<file path="src/rtl/mulp_pkg.sv">
// Shared types for the pipelined multiplier.
// Assumes: a single tag width serves every instance in the chip.
package mulp_pkg;
    localparam int unsigned TAG_BITS = 6;

    typedef logic [TAG_BITS-1:0] tag_t;

    // Control word that travels with every operation through the pipe
    typedef struct packed {
        logic vld;
        tag_t tag;
    } ctl_t;
endpackage

</file>
<file path="src/rtl/mulp_digit_sum.sv">
// Sums the partial products of one multiplier digit, already shifted to
// the digit's weight and truncated to WIDTH bits.
// Assumes: SHIFT is the bit weight of the digit's least significant bit.
module mulp_digit_sum #(
    parameter int unsigned WIDTH = 32,
    parameter int unsigned DIGIT = 8,
    parameter int unsigned SHIFT = 0
) (
    input  logic [WIDTH-1:0] mcand,
    input  logic [DIGIT-1:0] digit,
    output logic [WIDTH-1:0] sum
);
    logic [WIDTH-1:0] chain [0:DIGIT];

    assign chain[0] = '0;

    // One adder per multiplier bit, each adding the shifted multiplicand
    for (genvar j = 0; j < DIGIT; j++) begin : g_bit
        assign chain[j+1] = chain[j] + (digit[j] ? (mcand << (SHIFT + j)) : '0);
    end

    assign sum = chain[DIGIT];
endmodule

</file>
<file path="src/rtl/mulp_stage.sv">
// One pipeline stage: adds the partial products of the lowest remaining
// multiplier digit to the running sum, then registers the sum, the
// operands (multiplier shifted down one digit) and the control word.
// Assumes: IDX counts stages from zero; reset clears the valid bit only.
module mulp_stage
    import mulp_pkg::*;
#(
    parameter int unsigned WIDTH = 32,
    parameter int unsigned DIGIT = 8,
    parameter int unsigned IDX   = 0
) (
    input  logic             clk,
    input  logic             rst_n,
    input  ctl_t             in_ctl,
    input  logic [WIDTH-1:0] in_a,
    input  logic [WIDTH-1:0] in_b,
    input  logic [WIDTH-1:0] in_acc,
    output ctl_t             out_ctl,
    output logic [WIDTH-1:0] out_a,
    output logic [WIDTH-1:0] out_b,
    output logic [WIDTH-1:0] out_acc
);
    localparam int unsigned SHIFT = IDX * DIGIT;

    logic [WIDTH-1:0] part;

    mulp_digit_sum #(
        .WIDTH(WIDTH),
        .DIGIT(DIGIT),
        .SHIFT(SHIFT)
    ) digit_i (
        .mcand(in_a),
        .digit(in_b[DIGIT-1:0]),
        .sum  (part)
    );

    // Control register: valid cleared by reset, tag follows the data
    always_ff @(posedge clk) begin
        if (!rst_n) begin
            out_ctl.vld <= 1'b0;
        end else begin
            out_ctl.vld <= in_ctl.vld;
        end
        out_ctl.tag <= in_ctl.tag;
    end

    // Data registers: running sum and the operands for the next stage
    always_ff @(posedge clk) begin
        out_acc <= in_acc + part;
        out_a   <= in_a;
        out_b   <= in_b >> DIGIT;
    end
endmodule

</file>
<file path="src/rtl/mul32_pipe.sv">
// Fully pipelined unsigned multiplier returning the low WIDTH bits.
// WIDTH/DIGIT stages, each consuming DIGIT multiplier bits; one issue
// per cycle, fixed latency, no stall. The tag rides with each operation.
// Assumes: WIDTH is a multiple of DIGIT.
module mul32_pipe
    import mulp_pkg::*;
#(
    parameter int unsigned WIDTH = 32,
    parameter int unsigned DIGIT = 8
) (
    input  logic                clk,
    input  logic                rst_n,
    input  logic                iss_vld,
    input  logic [WIDTH-1:0]    iss_a,
    input  logic [WIDTH-1:0]    iss_b,
    input  logic [TAG_BITS-1:0] iss_tag,
    output logic                res_vld,
    output logic [WIDTH-1:0]    res_prod,
    output logic [TAG_BITS-1:0] res_tag
);
    localparam int unsigned STAGES = WIDTH / DIGIT;

    ctl_t             ctl_p [0:STAGES];
    logic [WIDTH-1:0] a_p   [0:STAGES];
    logic [WIDTH-1:0] b_p   [0:STAGES];
    logic [WIDTH-1:0] acc_p [0:STAGES];

    // Issue side of the chain
    assign ctl_p[0] = '{vld: iss_vld, tag: iss_tag};
    assign a_p[0]   = iss_a;
    assign b_p[0]   = iss_b;
    assign acc_p[0] = '0;

    // One stage per multiplier digit
    for (genvar s = 0; s < STAGES; s++) begin : g_stage
        mulp_stage #(
            .WIDTH(WIDTH),
            .DIGIT(DIGIT),
            .IDX  (s)
        ) stage_i (
            .clk    (clk),
            .rst_n  (rst_n),
            .in_ctl (ctl_p[s]),
            .in_a   (a_p[s]),
            .in_b   (b_p[s]),
            .in_acc (acc_p[s]),
            .out_ctl(ctl_p[s+1]),
            .out_a  (a_p[s+1]),
            .out_b  (b_p[s+1]),
            .out_acc(acc_p[s+1])
        );
    end

    // Result side of the chain
    assign res_vld  = ctl_p[STAGES].vld;
    assign res_tag  = ctl_p[STAGES].tag;
    assign res_prod = acc_p[STAGES];
endmodule

</file>
<file path="config.mk">
export PLATFORM = sky130hd
export DESIGN_NAME = mul32_pipe
export DESIGN_NICKNAME = d
export VERILOG_FILES = /design/src/rtl/mulp_pkg.sv /design/src/rtl/mulp_digit_sum.sv /design/src/rtl/mulp_stage.sv /design/src/rtl/mul32_pipe.sv
export SDC_FILE = /design/constraint.sdc
export NUM_CORES = 1
export LEC_CHECK = 0
export BUFFER_PORTS_ARGS = -buffer_cell sky130_fd_sc_hd__buf_2
export CORE_MARGIN = 8
export CORE_UTILIZATION = 34
export CTS_BUF_LIST = sky130_fd_sc_hd__clkbuf_2 sky130_fd_sc_hd__clkbuf_4 sky130_fd_sc_hd__clkbuf_8
export DETAILED_ROUTE_END_ITERATION = 8
export GPL_TIMING_DRIVEN = 0
export HOLD_SLACK_MARGIN = 0.05
export RECOVER_POWER = 25
export SLEW_MARGIN = 20
export SYNTH_ARGS = -nofsm -noshare
export SYNTH_HDL_FRONTEND = slang
export SYNTH_SLANG_ARGS = --single-unit
</file>
<file path="constraint.sdc">
create_clock -name clk -period 6 [get_ports clk]
set_clock_uncertainty 0.2 [all_clocks]
set_input_delay 0 -clock clk [delete_from_list [all_inputs] [get_ports clk]]
set_output_delay 0 -clock clk [all_outputs]
set_load 0.01 [all_outputs]
</file>
==> qor.txt, run 1 <==
net switching share of the total power = 44.0%
Reg2Reg Depth = 18
GRT Overall Usage = 14.0%
count of unique library cells instantiated by Yosys = 60
biggest fanout along the worst timing path = 10
Chip Width = 265 microns
cells taking the most area after synthesis = sky130_fd_sc_hd__fa_1 37%, sky130_fd_sc_hd__dfxtp_1 24%, sky130_fd_sc_hd__and2_1 9.7%
Slew Limit Headroom = 56.3%
total length of routed wires = 47.5 mm
reg-to-reg endpoint = g_stage[1].stage_i.out_acc[31]$_DFF_P_
GRT Residual Overflow = 0
Seq cells post-synth = 252
first-pass iteration count of the detailed router = 5
critical path data required time = 6.34 ns
worst hold path endpoint = g_stage[3].stage_i.out_acc[11]$_DFF_P_
clock transition time at the flip-flop clock pins of the worst setup and hold paths = 0.06 ns
Die H = 265 microns
post-synthesis mux area share = 0.0477%
first-pass GRT wire length = 81.0 mm
largest net degree at the start of global routing = 14
static leakage power = 11.9 nW
Synth top cells by count = 392 x sky130_fd_sc_hd__inv_1, 383 x sky130_fd_sc_hd__fa_1, 325 x sky130_fd_sc_hd__and2_1
Via Count = 14.3k
DR WL/cell = 15.0 microns
via/cell ratio = 4.50
share of final-layout standard cells stronger than drive strength 1 = 10.4%
most used flip-flop cell after synthesis = sky130_fd_sc_hd__dfxtp_1
last weighted congestion value of the routability-driven placer = 0.875
status = finished, final reports clean
share of Yosys cell area claimed by the top area cell type = 36.5%
cell with the most instances after synthesis = sky130_fd_sc_hd__inv_1
power per standard cell area = 595 nW/um^2
period utilisation layout = 94.9%
area of the multi-input gates = 14000 sq um
remaining number of nets flagged by the antenna check after routing = 0
switching power = 6.49 mW
reg2reg setup slack = 0.31 ns
Clock Tree Buf Depth = 3
cell taking the most area after synthesis = sky130_fd_sc_hd__fa_1
critical path start-end classification = reg -> reg
count of pins on the block boundary = 112
DRC errors left = 0
adder-cell share of the synthesized area = 42.5%
Max Clock Freq = 176 MHz
synthesized-area fraction occupied by ao, oa, aoi and oai cells = 4.29%
startpoint of the lowest-slack hold path = g_stage[2].stage_i.out_acc[11]$_DFF_P_
Worst-Margin Slew = 0.655 ns
initial core utilization = 34.2%
Seq pwr share = 17.0%
synth warn = 0
type of the worst min-delay path = reg -> reg
category of the worst setup path launch point = flip-flop
max cap viols = 0
HPWL reported at the end of detailed placement = 37.0 mm
number of I/O port buffers = 111
Site Rows = 91
Synth Cell Area = 21000 sq um
post-synthesis xor/xnor area fraction = 4.55%
hold path cells = 0
setup repair after global routing missed its margin = no
Layout Area Growth over Synthesis = 18.1%
number of standard cells after synthesis = 2066
area of the core = 61400 sq um
cell internal pwr = 8.26 mW
hold violation count in the final report = 0
FFs w/ async S/R, synth = 0%
crit path DAT = 6.03 ns
clock share of power = 12.8%
worst-case vdd ir drop = 362 uV
capturing element type of the critical path = flip-flop
startpoint of the worst setup timing path = g_stage[0].stage_i.out_b[5]$_DFF_P_
launch point of the worst reg-to-reg path = g_stage[0].stage_i.out_b[5]$_DFF_P_
post-synth net total = 2623
final total negative setup slack = 0 ns
initial antenna violation count = 1
CTS tree = yes
synthesized-area fraction occupied by and/or/nand/nor cells = 15.4%
share of power burned in combinational logic = 70.2%
syn avg cell area = 10.2 sq um
total setup violations reported at the end of the flow = 0
NumNets Final = 2899
via count of the first global-routing pass = 16.1k
sequential cell area = 5040 sq um
combinational family with the most area after synthesis = adder cells
Detailed Route Iter0 Violations = 620
clk root buf = sky130_fd_sc_hd__clkbuf_8
number of pins with negative max-slew slack in the final report = 0
Clock Sink Count = 252
CTS H-Tree Depth = 2
clock period minus final worst setup slack = 5.69 ns
area enclosed by the die boundary = 70000 sq um
sequential share of the synthesized area = 24.0%
number of enable-type register cells in the synthesized netlist = 0
Inserted Clock Buffers = 45
clock latency reported for the late side of the worst-skew pair = 0.62 ns
share of the core filled with cells in the final layout = 40.4%
total of fill cells in the finished design = 5909
-- what timing repair did --
item	4_1_cts	5_1_grt
setup endpoints to repair	0	2
setup buffers	0	0
hold endpoints to repair	64	0
resized for setup	0	5
hold buffers	118	0
-- critical path, cell delays in order (launching register included) --
cell and delay (ns):
sky130_fd_sc_hd__dfxtp_1 0.32, sky130_fd_sc_hd__buf_1 0.50, sky130_fd_sc_hd__clkbuf_1 0.47, sky130_fd_sc_hd__nand2_1 0.14, sky130_fd_sc_hd__fa_1 0.53, sky130_fd_sc_hd__inv_1 0.06
sky130_fd_sc_hd__fa_1 0.48, sky130_fd_sc_hd__fa_1 0.50, sky130_fd_sc_hd__inv_1 0.05, sky130_fd_sc_hd__fa_1 0.47, sky130_fd_sc_hd__inv_1 0.04, sky130_fd_sc_hd__ha_1 0.32
sky130_fd_sc_hd__and2_1 0.16, sky130_fd_sc_hd__a311o_1 0.38, sky130_fd_sc_hd__o2bb2ai_4 0.20, sky130_fd_sc_hd__o21a_1 0.29, sky130_fd_sc_hd__o21ai_1 0.15, sky130_fd_sc_hd__a31oi_1 0.21
sky130_fd_sc_hd__xnor2_1 0.15
-- logic make-up after synthesis --
group	after synthesis
buffers and inverters	475
AOI/OAI and AO/OA	128
muxes	1
xor gates and xnor gates	109
adders and majority gates	484
and+or+nand+nor	617
DFF	252
-- state kept, by name, indices dropped and copies added (netlist names) --
| register | cells |
|---|---|
| g_stage.stage_i.out_a | 48 |
| g_stage.stage_i.out_b | 48 |
| g_stage.stage_i.out_acc | 128 |
| g_stage.stage_i.out_ctl | 28 |
-- per-stage QoR --
stage               hold WS [ns]  std cells  cell area (sq um)  worst slack (ns)  power, mW
floorplan                 -0.172       2066              21000              1.13       10.7
global placement         -0.0958       2967              22500             0.156       12.7
detailed placement       -0.0959       2967              22500             0.159       12.9
CTS                       0.0668       3165              24800             0.179       15.0
global route              0.0992       3166              24800          0.000331       16.5
finish                     0.108       3166              24800             0.308       14.8
-- metal layers --
metal | vias up | part of all wire [%] | track usage [%]
met1 | 7181 | 43 | 16.7
li1 | 6653 | - | -
met5 | - | 0 | 0
met4 | 0 | 3.1 | 5.17
met2 | 325 | 49 | 25.0
met3 | 91 | 4.8 | 2.59
-- power by group through the flow --
| stage | Sequential (mW) | Combinational [mW] | Clock (mW) |
|---|---|---|---|
| final | 2.51 | 10.4 | 1.88 |
| after global placement | 2.55 | 10.1 | 0 |
| after global routing | 2.56 | 11.9 | 2.03 |
| after floorplan | 2.48 | 8.26 | 0 |
| after detailed placement | 2.56 | 10.3 | 0 |
| after CTS | 2.52 | 10.5 | 1.96 |
-- area by class of cell --
class	instances	share of cell area, %
antenna	1	0.0101
sequential	252	20.3
inverter	393	5.95
clock inverter	19	1.13
tap	790	3.99
timing repair buffer	229	7.00
multi-input combinational	1339	56.6
clock buffer	61	3.21
buffer	82	1.83
-- worst max-delay path by stage --
stage                                                  end  slack [ns]  cells past startpoint
finish              g_stage[1].stage_i.out_acc[31]$_DFF_P_        0.31                     18
global route        g_stage[1].stage_i.out_acc[31]$_DFF_P_      0.0003                     18
CTS                 g_stage[1].stage_i.out_acc[30]$_DFF_P_        0.18                     17
detailed placement  g_stage[1].stage_i.out_acc[30]$_DFF_P_        0.16                     17
global placement    g_stage[1].stage_i.out_acc[30]$_DFF_P_        0.16                     17
floorplan           g_stage[1].stage_i.out_acc[23]$_DFF_P_        1.13                     18
-- cell usage in the layout, fill, tap and decap left out, types with 3 or more instances in the layout --
master	synthesis	final
sky130_fd_sc_hd__nand4_1	3	3
sky130_fd_sc_hd__o21bai_1	9	9
sky130_fd_sc_hd__bufinv_16	0	6
sky130_fd_sc_hd__nor3_1	4	4
sky130_fd_sc_hd__and2_1	325	325
sky130_fd_sc_hd__inv_1	392	392
sky130_fd_sc_hd__nor2b_1	4	4
sky130_fd_sc_hd__nor3b_1	3	3
sky130_fd_sc_hd__clkinv_2	0	6
sky130_fd_sc_hd__nand2_1	228	228
sky130_fd_sc_hd__xor2_1	23	23
sky130_fd_sc_hd__o21ai_0	10	10
sky130_fd_sc_hd__o21a_1	10	10
sky130_fd_sc_hd__a21oi_1	38	38
sky130_fd_sc_hd__dlygate4sd3_1	0	118
sky130_fd_sc_hd__nor2_1	25	25
sky130_fd_sc_hd__fa_1	383	383
sky130_fd_sc_hd__xnor2_1	86	86
sky130_fd_sc_hd__buf_2	0	111
sky130_fd_sc_hd__o21ai_1	11	11
sky130_fd_sc_hd__dfxtp_1	252	252
sky130_fd_sc_hd__and3_1	3	3
sky130_fd_sc_hd__a31oi_1	5	5
sky130_fd_sc_hd__a211oi_1	4	4
sky130_fd_sc_hd__a21o_1	13	13
sky130_fd_sc_hd__ha_1	101	101
sky130_fd_sc_hd__nand3_1	10	10
sky130_fd_sc_hd__clkbuf_1	44	41
sky130_fd_sc_hd__clkbuf_8	0	54
sky130_fd_sc_hd__clkbuf_4	0	7
sky130_fd_sc_hd__buf_4	38	38
Note: power is estimated with default switching activity, not from simulation.
==> run 2, diff against run 1 <==
--- a/config.mk
+++ b/config.mk
@@ -12,7 +12,9 @@
 export DETAILED_ROUTE_END_ITERATION = 8
 export GPL_TIMING_DRIVEN = 0
 export HOLD_SLACK_MARGIN = 0.05
+export MAX_ROUTING_LAYER = met4
 export RECOVER_POWER = 25
+export SETUP_SLACK_MARGIN = 0.2
 export SLEW_MARGIN = 20
 export SYNTH_ARGS = -nofsm -noshare
 export SYNTH_HDL_FRONTEND = slang
==> qor.txt, run 2 (synthesis results as in run 1) <==
status = finished, final reports clean
crit path cell chain = clkbuf_1 > nand2_1 > fa_1 > inv_1 > fa_1 > fa_1 > ha_1 > ha_1 > fa_1 > a21o_1 > a21oi_1 > nand2b_1 > o2bb2ai_2 > o21bai_1 > or4b_1 > nand3_1
clock period minus final worst setup slack = 5.48 ns (-0.209 ns)
critical path start-end classification = reg -> reg
Clock Tree Buf Depth = 3 (unchanged)
number of I/O port buffers = 111 (unchanged)
Critical Path Max Stage Delay = 0.54 ns (about the same)
DR WL/cell = 15.0 microns (+0.15%)
Slew Limit Headroom = 57.2% (+0.94 points)
clock transition time at the flip-flop clock pins of the worst setup and hold paths = 0.07 ns (about the same)
Site Rows = 91 (unchanged)
share of the core filled with cells in the final layout = 40.4% (about the same)
slowest stage cell, crit path = sky130_fd_sc_hd__fa_1
Reg2Reg Depth = 16 (-2)
reg2reg setup slack = 0.52 ns (+0.21 ns)
critical path data required time = 6.36 ns (+0.02 ns)
first-pass iteration count of the detailed router = 5 (unchanged)
Max Clock Freq = 182 MHz (+3.8%)
largest net degree at the start of global routing = 14 (unchanged)
startpoint of the lowest-slack hold path = g_stage[2].stage_i.out_acc[11]$_DFF_P_
Worst-Margin Slew = 0.641 ns (-0.0141 ns)
worst slack at placement = 0.159 ns (unchanged)
power per standard cell area = 595 nW/um^2 (about the same)
number of setup buffers added after CTS = 0 (unchanged)
commonest non-fill, non-tap cell in the layout = sky130_fd_sc_hd__inv_1
share of final-layout standard cells stronger than drive strength 1 = 10.6% (+0.21 points)
clock latency reported for the late side of the worst-skew pair = 0.62 ns (about the same)
max cap viols = 0 (unchanged)
reg-to-reg endpoint = g_stage[1].stage_i.out_acc[30]$_DFF_P_
count of pins on the block boundary = 112 (unchanged)
Layout Area Growth over Synthesis = 18.2% (about the same)
CP top delay family = adder cells
HPWL reported at the end of detailed placement = 37.0 mm (unchanged)
hold violation count in the final report = 0 (unchanged)
crit path DAT = 5.85 ns (-0.18 ns)
via/cell ratio = 4.51 (+0.18%)
Chip Width = 265 microns (unchanged)
total setup violations reported at the end of the flow = 0 (unchanged)
first-pass GRT wire length = 81.0 mm (about the same)
capturing element type of the critical path = flip-flop
DRC errors left = 0 (unchanged)
GRT Overall Usage = 14.4% (+0.42 points)
CTS H-Tree Depth = 2 (unchanged)
number of pins with negative max-slew slack in the final report = 0 (unchanged)
initial core utilization = 34.2% (unchanged)
NumNets Final = 2899 (unchanged)
static leakage power = 11.9 nW (+0.13%)
hold path cells = 0 (unchanged)
Clock Sink Count = 252 (unchanged)
initial antenna violation count = 1 (unchanged)
total of fill cells in the finished design = 5910 (+0.017%)
Inserted Clock Buffers = 45 (unchanged)
final total negative setup slack = 0 ns (unchanged)
Die H = 265 microns (unchanged)
worst path buffer plus inverter count = 2 (-3)
via count of the first global-routing pass = 16.1k (-0.050%)
setup repair after global routing missed its margin = no
type of the worst min-delay path = reg -> reg
last weighted congestion value of the routability-driven placer = 0.888 (+1.6%)
worst hold path endpoint = g_stage[3].stage_i.out_acc[11]$_DFF_P_
most prevalent standard cell on the critical path = sky130_fd_sc_hd__fa_1
most frequent cells in the layout = 392 x sky130_fd_sc_hd__inv_1, 383 x sky130_fd_sc_hd__fa_1, 325 x sky130_fd_sc_hd__and2_1
biggest fanout along the worst timing path = 10 (unchanged)
Detailed Route Iter0 Violations = 622 (+0.32%)
max reg flops = 128 (unchanged)
category of the worst setup path launch point = flip-flop
Via Count = 14.3k (+0.18%)
total length of routed wires = 47.6 mm (+0.15%)
GRT Residual Overflow = 0 (unchanged)
worst-case vdd ir drop = 362 uV (-0.15%)
Top reg by flops = g_stage.stage_i.out_acc
CTS tree = yes
clk root buf = sky130_fd_sc_hd__clkbuf_8
overall power after layout = 14.8 mW (about the same)
remaining number of nets flagged by the antenna check after routing = 0 (unchanged)
area enclosed by the die boundary = 70000 sq um (unchanged)
PnR worst setup slack = 0.517 ns (+0.209 ns)
launch point of the worst reg-to-reg path = g_stage[0].stage_i.out_b[1]$_DFF_P_
largest registers ranked by flip-flop count = g_stage.stage_i.out_acc x128, g_stage.stage_i.out_a x48, g_stage.stage_i.out_b x48
period utilisation layout = 91.4% (-3.5 points)
area of the core = 61400 sq um (unchanged)
[run 2: cell count changes in the layout (fill, tap and decap cells not counted), sizes merged]
cell    before  now
buf        150  149
clkbuf     104  105
[run 2: routing by layer]
metal | track usage (%) | up-vias | routed length (microns)
li1 | - | 6650 | -
met1 | 16.8 | 7207 | 20500
met2 | 25.0 | 319 | 23500
met3 | 2.49 | 100 | 2110
met4 | 5.05 | 0 | 1460
met5 | - | - | 0
[run 2: worst max path at each step]
stage / startpoint / end / slack (ns) / cells past startpoint
CTS: g_stage[0].stage_i.out_b[5]$_DFF_P_ / g_stage[1].stage_i.out_acc[31]$_DFF_P_ / 0.24 / 18
global route: g_stage[0].stage_i.out_b[1]$_DFF_P_ / g_stage[1].stage_i.out_acc[30]$_DFF_P_ / 0.20 / 16
global placement: g_stage[0].stage_i.out_b[4]$_DFF_P_ / g_stage[1].stage_i.out_acc[30]$_DFF_P_ / 0.16 / 17
detailed placement: g_stage[0].stage_i.out_b[4]$_DFF_P_ / g_stage[1].stage_i.out_acc[30]$_DFF_P_ / 0.16 / 17
finish: g_stage[0].stage_i.out_b[1]$_DFF_P_ / g_stage[1].stage_i.out_acc[30]$_DFF_P_ / 0.52 / 16
floorplan: g_stage[0].stage_i.out_b[5]$_DFF_P_ / g_stage[1].stage_i.out_acc[23]$_DFF_P_ / 1.13 / 18
[run 2: worst register-to-register path, stage by stage (launching register included)]
cell                        delay [ns]
sky130_fd_sc_hd__dfxtp_1          0.51
sky130_fd_sc_hd__clkbuf_1         0.47
sky130_fd_sc_hd__nand2_1          0.14
sky130_fd_sc_hd__fa_1             0.54
sky130_fd_sc_hd__inv_1            0.05
sky130_fd_sc_hd__fa_1             0.39
sky130_fd_sc_hd__fa_1             0.47
sky130_fd_sc_hd__ha_1             0.28
sky130_fd_sc_hd__ha_1             0.21
sky130_fd_sc_hd__fa_1             0.47
sky130_fd_sc_hd__a21o_1           0.20
sky130_fd_sc_hd__a21oi_1          0.26
sky130_fd_sc_hd__nand2b_1         0.21
sky130_fd_sc_hd__o2bb2ai_2        0.20
sky130_fd_sc_hd__o21bai_1         0.23
sky130_fd_sc_hd__or4b_1           0.54
sky130_fd_sc_hd__nand3_1          0.09
[run 2: timing repair]
item,in CTS,in global routing
resized for setup,1,12
endpoints found under the hold margin,64,0
cloned,0,0
endpoints found under the setup margin,1,5
hold buffers,118,0
pin swaps,0,0
[run 2: cell type report]
| class | instances | area (sq um) | area share [%] |
|---|---|---|---|
| diodes | 1 | 2.50 | 0.0101 |
| plain buffers | 82 | 459 | 1.85 |
| clock buffers | 61 | 796 | 3.21 |
| clock inverters | 19 | 279 | 1.12 |
| inverters | 393 | 1480 | 5.95 |
| multi-input cells | 1339 | 14000 | 56.5 |
| flip-flops and latches | 252 | 5040 | 20.3 |
| well taps | 790 | 988 | 3.98 |
| repair buffers | 229 | 1740 | 7.00 |
[run 2: stage by stage]
step                      hold slack [ns]  cells  cell area, sq um
after floorplan                    -0.172   2066             21000
after global placement            -0.0958   2967             22500
after detailed placement          -0.0959   2967             22500
after CTS                          0.0668   3165             24800
after global routing               0.0992   3166             24800
final                               0.108   3166             24800
[run 2: report_power, final]
| part | internal (mW) | switching, mW |
|---|---|---|
| Clock | 1.13 | 0.748 |
| Combinational | 4.80 | 5.56 |
| Sequential | 2.33 | 0.188 |
| Total | 8.26 | 6.50 |
==> run 3, diff against run 2 <==
--- a/config.mk
+++ b/config.mk
@@ -5,6 +5,7 @@
 export SDC_FILE = /design/constraint.sdc
 export NUM_CORES = 1
 export LEC_CHECK = 0
+export ABC_AREA = 1
 export BUFFER_PORTS_ARGS = -buffer_cell sky130_fd_sc_hd__buf_2
 export CORE_MARGIN = 8
 export CORE_UTILIZATION = 34
==> qor.txt, run 3 <==
count of unique library cells instantiated by Yosys = 36 (-40%)
largest registers ranked by flip-flop count = g_stage.stage_i.out_acc x128, g_stage.stage_i.out_a x48, g_stage.stage_i.out_b x48
HPWL reported at the end of detailed placement = 46.1 mm (+24%)
clock latency reported for the late side of the worst-skew pair = 0.62 ns (about the same)
share of power burned in combinational logic = 72.7% (+2.5 points)
max cap viols = 0 (unchanged)
routing layer with the top usage in global route = met2
syn avg cell area = 8.05 sq um (-21%)
sequential share of the synthesized area = 22.2% (-1.8 points)
Seq pwr share = 15.7% (-1.3 points)
crit path capture = g_stage[0].stage_i.out_acc[31]$_DFF_P_
Max Clock Freq = 183 MHz (+0.45%)
FFs w/ async S/R, synth = 0% (unchanged)
Synth top cells by count = 796 x sky130_fd_sc_hd__inv_1, 792 x sky130_fd_sc_hd__nand2_1, 383 x sky130_fd_sc_hd__fa_1
CTS tree = yes
DRC errors left = 0 (unchanged)
NumNets Final = 3652 (+26%)
Clock Sink Count = 252 (unchanged)
total setup violations reported at the end of the flow = 0 (unchanged)
clk root buf = sky130_fd_sc_hd__clkbuf_8
switching power = 8.13 mW (+25%)
critical path start-end classification = in -> reg
number of enable-type register cells in the synthesized netlist = 0 (unchanged)
reg-to-reg endpoint = g_stage[1].stage_i.out_acc[31]$_DFF_P_
area of the core = 65900 sq um (+7.3%)
DR WL/cell = 14.2 microns (-5.6%)
net switching share of the total power = 50.8% (+6.8 points)
cells taking the most area after synthesis = sky130_fd_sc_hd__fa_1 34%, sky130_fd_sc_hd__dfxtp_1 22%, sky130_fd_sc_hd__inv_1 13%
hold violation count in the final report = 0 (unchanged)
Die H = 274 microns (+3.7%)
crit path DAT = 5.69 ns (-0.16 ns)
remaining number of nets flagged by the antenna check after routing = 0 (unchanged)
worst-case vdd ir drop = 409 uV (+13%)
power per standard cell area = 602 nW/um^2 (+1.2%)
period utilisation layout = 91.0% (-0.41 points)
number of I/O port buffers = 107 (-3.6%)
final total negative setup slack = 0 ns (unchanged)
last weighted congestion value of the routability-driven placer = 0.890 (+0.23%)
reg2reg setup slack = 0.62 ns (+0.10 ns)
Layout Area Growth over Synthesis = 17.2%
count of pins on the block boundary = 112 (unchanged)
GRT Overall Usage = 15.9% (+1.4 points)
share of Yosys cell area claimed by the top area cell type = 33.8% (-2.7 points)
Detailed Route Iter0 Violations = 904 (+45%)
clock period minus final worst setup slack = 5.46 ns (-0.0244 ns)
Slew Limit Headroom = 46.7% (-11 points)
synth warn = 0 (unchanged)
Inserted Clock Buffers = 45 (unchanged)
largest net degree at the start of global routing = 14 (unchanged)
post-synth net total = 3376 (+29%)
static leakage power = 15.5 nW (+30%)
critical path data required time = 6.23 ns (-0.13 ns)
area enclosed by the die boundary = 75200 sq um (+7.5%)
biggest fanout along the worst timing path = 10 (unchanged)
GRT Residual Overflow = 0 (unchanged)
number of standard cells after synthesis = 2819 (+36%)
initial core utilization = 34.4% (+0.22 points)
most frequent cells in the layout = 796 x sky130_fd_sc_hd__inv_1, 792 x sky130_fd_sc_hd__nand2_1, 383 x sky130_fd_sc_hd__fa_1
clock share of power = 11.6% (-1.2 points)
Synth Cell Area = 22700 sq um (+8.0%)
Clock Tree Buf Depth = 3 (unchanged)
cell internal pwr = 7.88 mW (-4.7%)
Site Rows = 94 (+3.3%)
clock transition time at the flip-flop clock pins of the worst setup and hold paths = 0.06 ns (about the same)
initial antenna violation count = 2 (+1)
Reg2Reg Depth = 20 (+4)
cell with the most instances after synthesis = sky130_fd_sc_hd__inv_1
Seq cells post-synth = 252 (unchanged)
number of setup buffers added after CTS = 0 (unchanged)
setup repair after global routing missed its margin = no
most used flip-flop cell after synthesis = sky130_fd_sc_hd__dfxtp_1
total length of routed wires = 56.6 mm (+19%)
first-pass GRT wire length = 93.4 mm (+15%)
type of the worst min-delay path = reg -> reg
max reg flops = 128 (unchanged)
Top reg by flops = g_stage.stage_i.out_acc
share of the core filled with cells in the final layout = 40.4% (-0.052 points)
category of the worst setup path launch point = input port
Via Count = 17.2k (+21%)
via count of the first global-routing pass = 18.2k (+13%)
Worst-Margin Slew = 0.799 ns (+0.158 ns)
global-route track usage on met3 = 2.38% (-0.11 points)
cell taking the most area after synthesis = sky130_fd_sc_hd__fa_1
met1 track demand over resource = 19.7% (+2.9 points)
startpoint of the worst setup timing path = iss_b[4]
met2 track demand over resource in global routing = 26.8% (+1.7 points)
share of final-layout standard cells stronger than drive strength 1 = 8.69% (-1.9 points)
commonest non-fill, non-tap cell in the layout = sky130_fd_sc_hd__inv_1
number of pins with negative max-slew slack in the final report = 0 (unchanged)
launch point of the worst reg-to-reg path = g_stage[0].stage_i.out_b[4]$_DFF_P_
first-pass iteration count of the detailed router = 5 (unchanged)
capturing element type of the critical path = flip-flop
status = finished, final reports clean
via/cell ratio = 4.31 (-4.5%)
Chip Width = 274 microns (+3.7%)
CTS H-Tree Depth = 2 (unchanged)
-- run 3: through the flow --
stage / setup WS [ns] / instances / hold WS, ns / power, mW / cell area (sq um)
floorplan: 1.67 / 2819 / -0.172 / 11.1 / 22700
global placement: 0.416 / 3790 / -0.0976 / 14.0 / 24300
detailed placement: 0.403 / 3790 / -0.0964 / 14.1 / 24300
CTS: 0.445 / 3993 / 0.0639 / 16.2 / 26600
global route: 0.285 / 3994 / 0.0893 / 17.9 / 26600
finish: 0.541 / 3994 / 0.0979 / 16.0 / 26600
-- run 3: power groups by stage --
stage	clock (mW)	sequential [mW]	combinational, mW
floorplan	0	2.46	8.64
global placement	0	2.54	11.5
detailed placement	0	2.55	11.6
CTS	1.95	2.51	11.7
global route	2.02	2.55	13.3
finish	1.86	2.51	11.6
-- run 3: how the worst min path moves through the flow --
stage                                                start  cells past startpoint                                     end
floorplan                                         iss_a[0]                      0     g_stage[0].stage_i.out_a[0]$_DFF_P_
detailed placement                                iss_b[8]                      1     g_stage[0].stage_i.out_b[0]$_DFF_P_
CTS                                               iss_b[1]                      5   g_stage[0].stage_i.out_acc[1]$_DFF_P_
finish              g_stage[2].stage_i.out_acc[12]$_DFF_P_                      0  g_stage[3].stage_i.out_acc[12]$_DFF_P_
global route         g_stage[2].stage_i.out_acc[8]$_DFF_P_                      0   g_stage[3].stage_i.out_acc[8]$_DFF_P_
global placement                                iss_tag[2]                      1   g_stage[0].stage_i.out_ctl[2]$_DFF_P_
-- run 3: cell families after synthesis --
| family | Yosys count | synth area share (%) |
|---|---|---|
| buf+inv | 942 | 16.3 |
| fa+ha+maj | 484 | 39.4 |
| xor+xnor | 57 | 2.20 |
| compound gates | 106 | 2.57 |
| flops | 252 | 22.2 |
| simple gates | 978 | 17.3 |
-- run 3: area by class of cell --
type | instances | area (sq um)
timing repair buffer | 229 | 1760
inverter | 798 | 3000
clock inverter | 21 | 272
antenna | 1 | 2.50
buffer | 144 | 711
fill | 6801 | 39300
multi-input combinational | 1625 | 13900
tap | 864 | 1080
clock buffer | 60 | 795
sequential | 252 | 5040
-- run 3: per-layer routing --
metal,vias up,wire [microns]
li1,8481,-
met1,8227,25200
met2,388,27300
met3,109,2590
met4,0,1570
met5,-,0
-- run 3: worst max-delay path, stage by stage --
cell,delay (ns)
sky130_fd_sc_hd__dlygate4sd3_1,0.53
sky130_fd_sc_hd__buf_2,0.11
sky130_fd_sc_hd__buf_2,0.24
sky130_fd_sc_hd__buf_1,0.47
sky130_fd_sc_hd__nand2_1,0.09
sky130_fd_sc_hd__inv_1,0.09
sky130_fd_sc_hd__fa_1,0.44
sky130_fd_sc_hd__fa_1,0.52
sky130_fd_sc_hd__fa_1,0.57
sky130_fd_sc_hd__inv_1,0.06
sky130_fd_sc_hd__fa_1,0.53
sky130_fd_sc_hd__inv_1,0.04
sky130_fd_sc_hd__ha_1,0.35
sky130_fd_sc_hd__nand2_1,0.14
sky130_fd_sc_hd__inv_1,0.07
sky130_fd_sc_hd__a21oi_2,0.20
sky130_fd_sc_hd__nand3_2,0.16
sky130_fd_sc_hd__nand2_1,0.10
sky130_fd_sc_hd__nand3_1,0.15
sky130_fd_sc_hd__nand3_1,0.12
sky130_fd_sc_hd__dlygate4sd3_1,0.54
sky130_fd_sc_hd__nand2_1,0.15
-- run 3: timing repair --
item,in CTS,in global routing
hold buffers,122,0
resized for setup,0,2
endpoints found under the setup margin,0,1
endpoints found under the hold margin,61,0
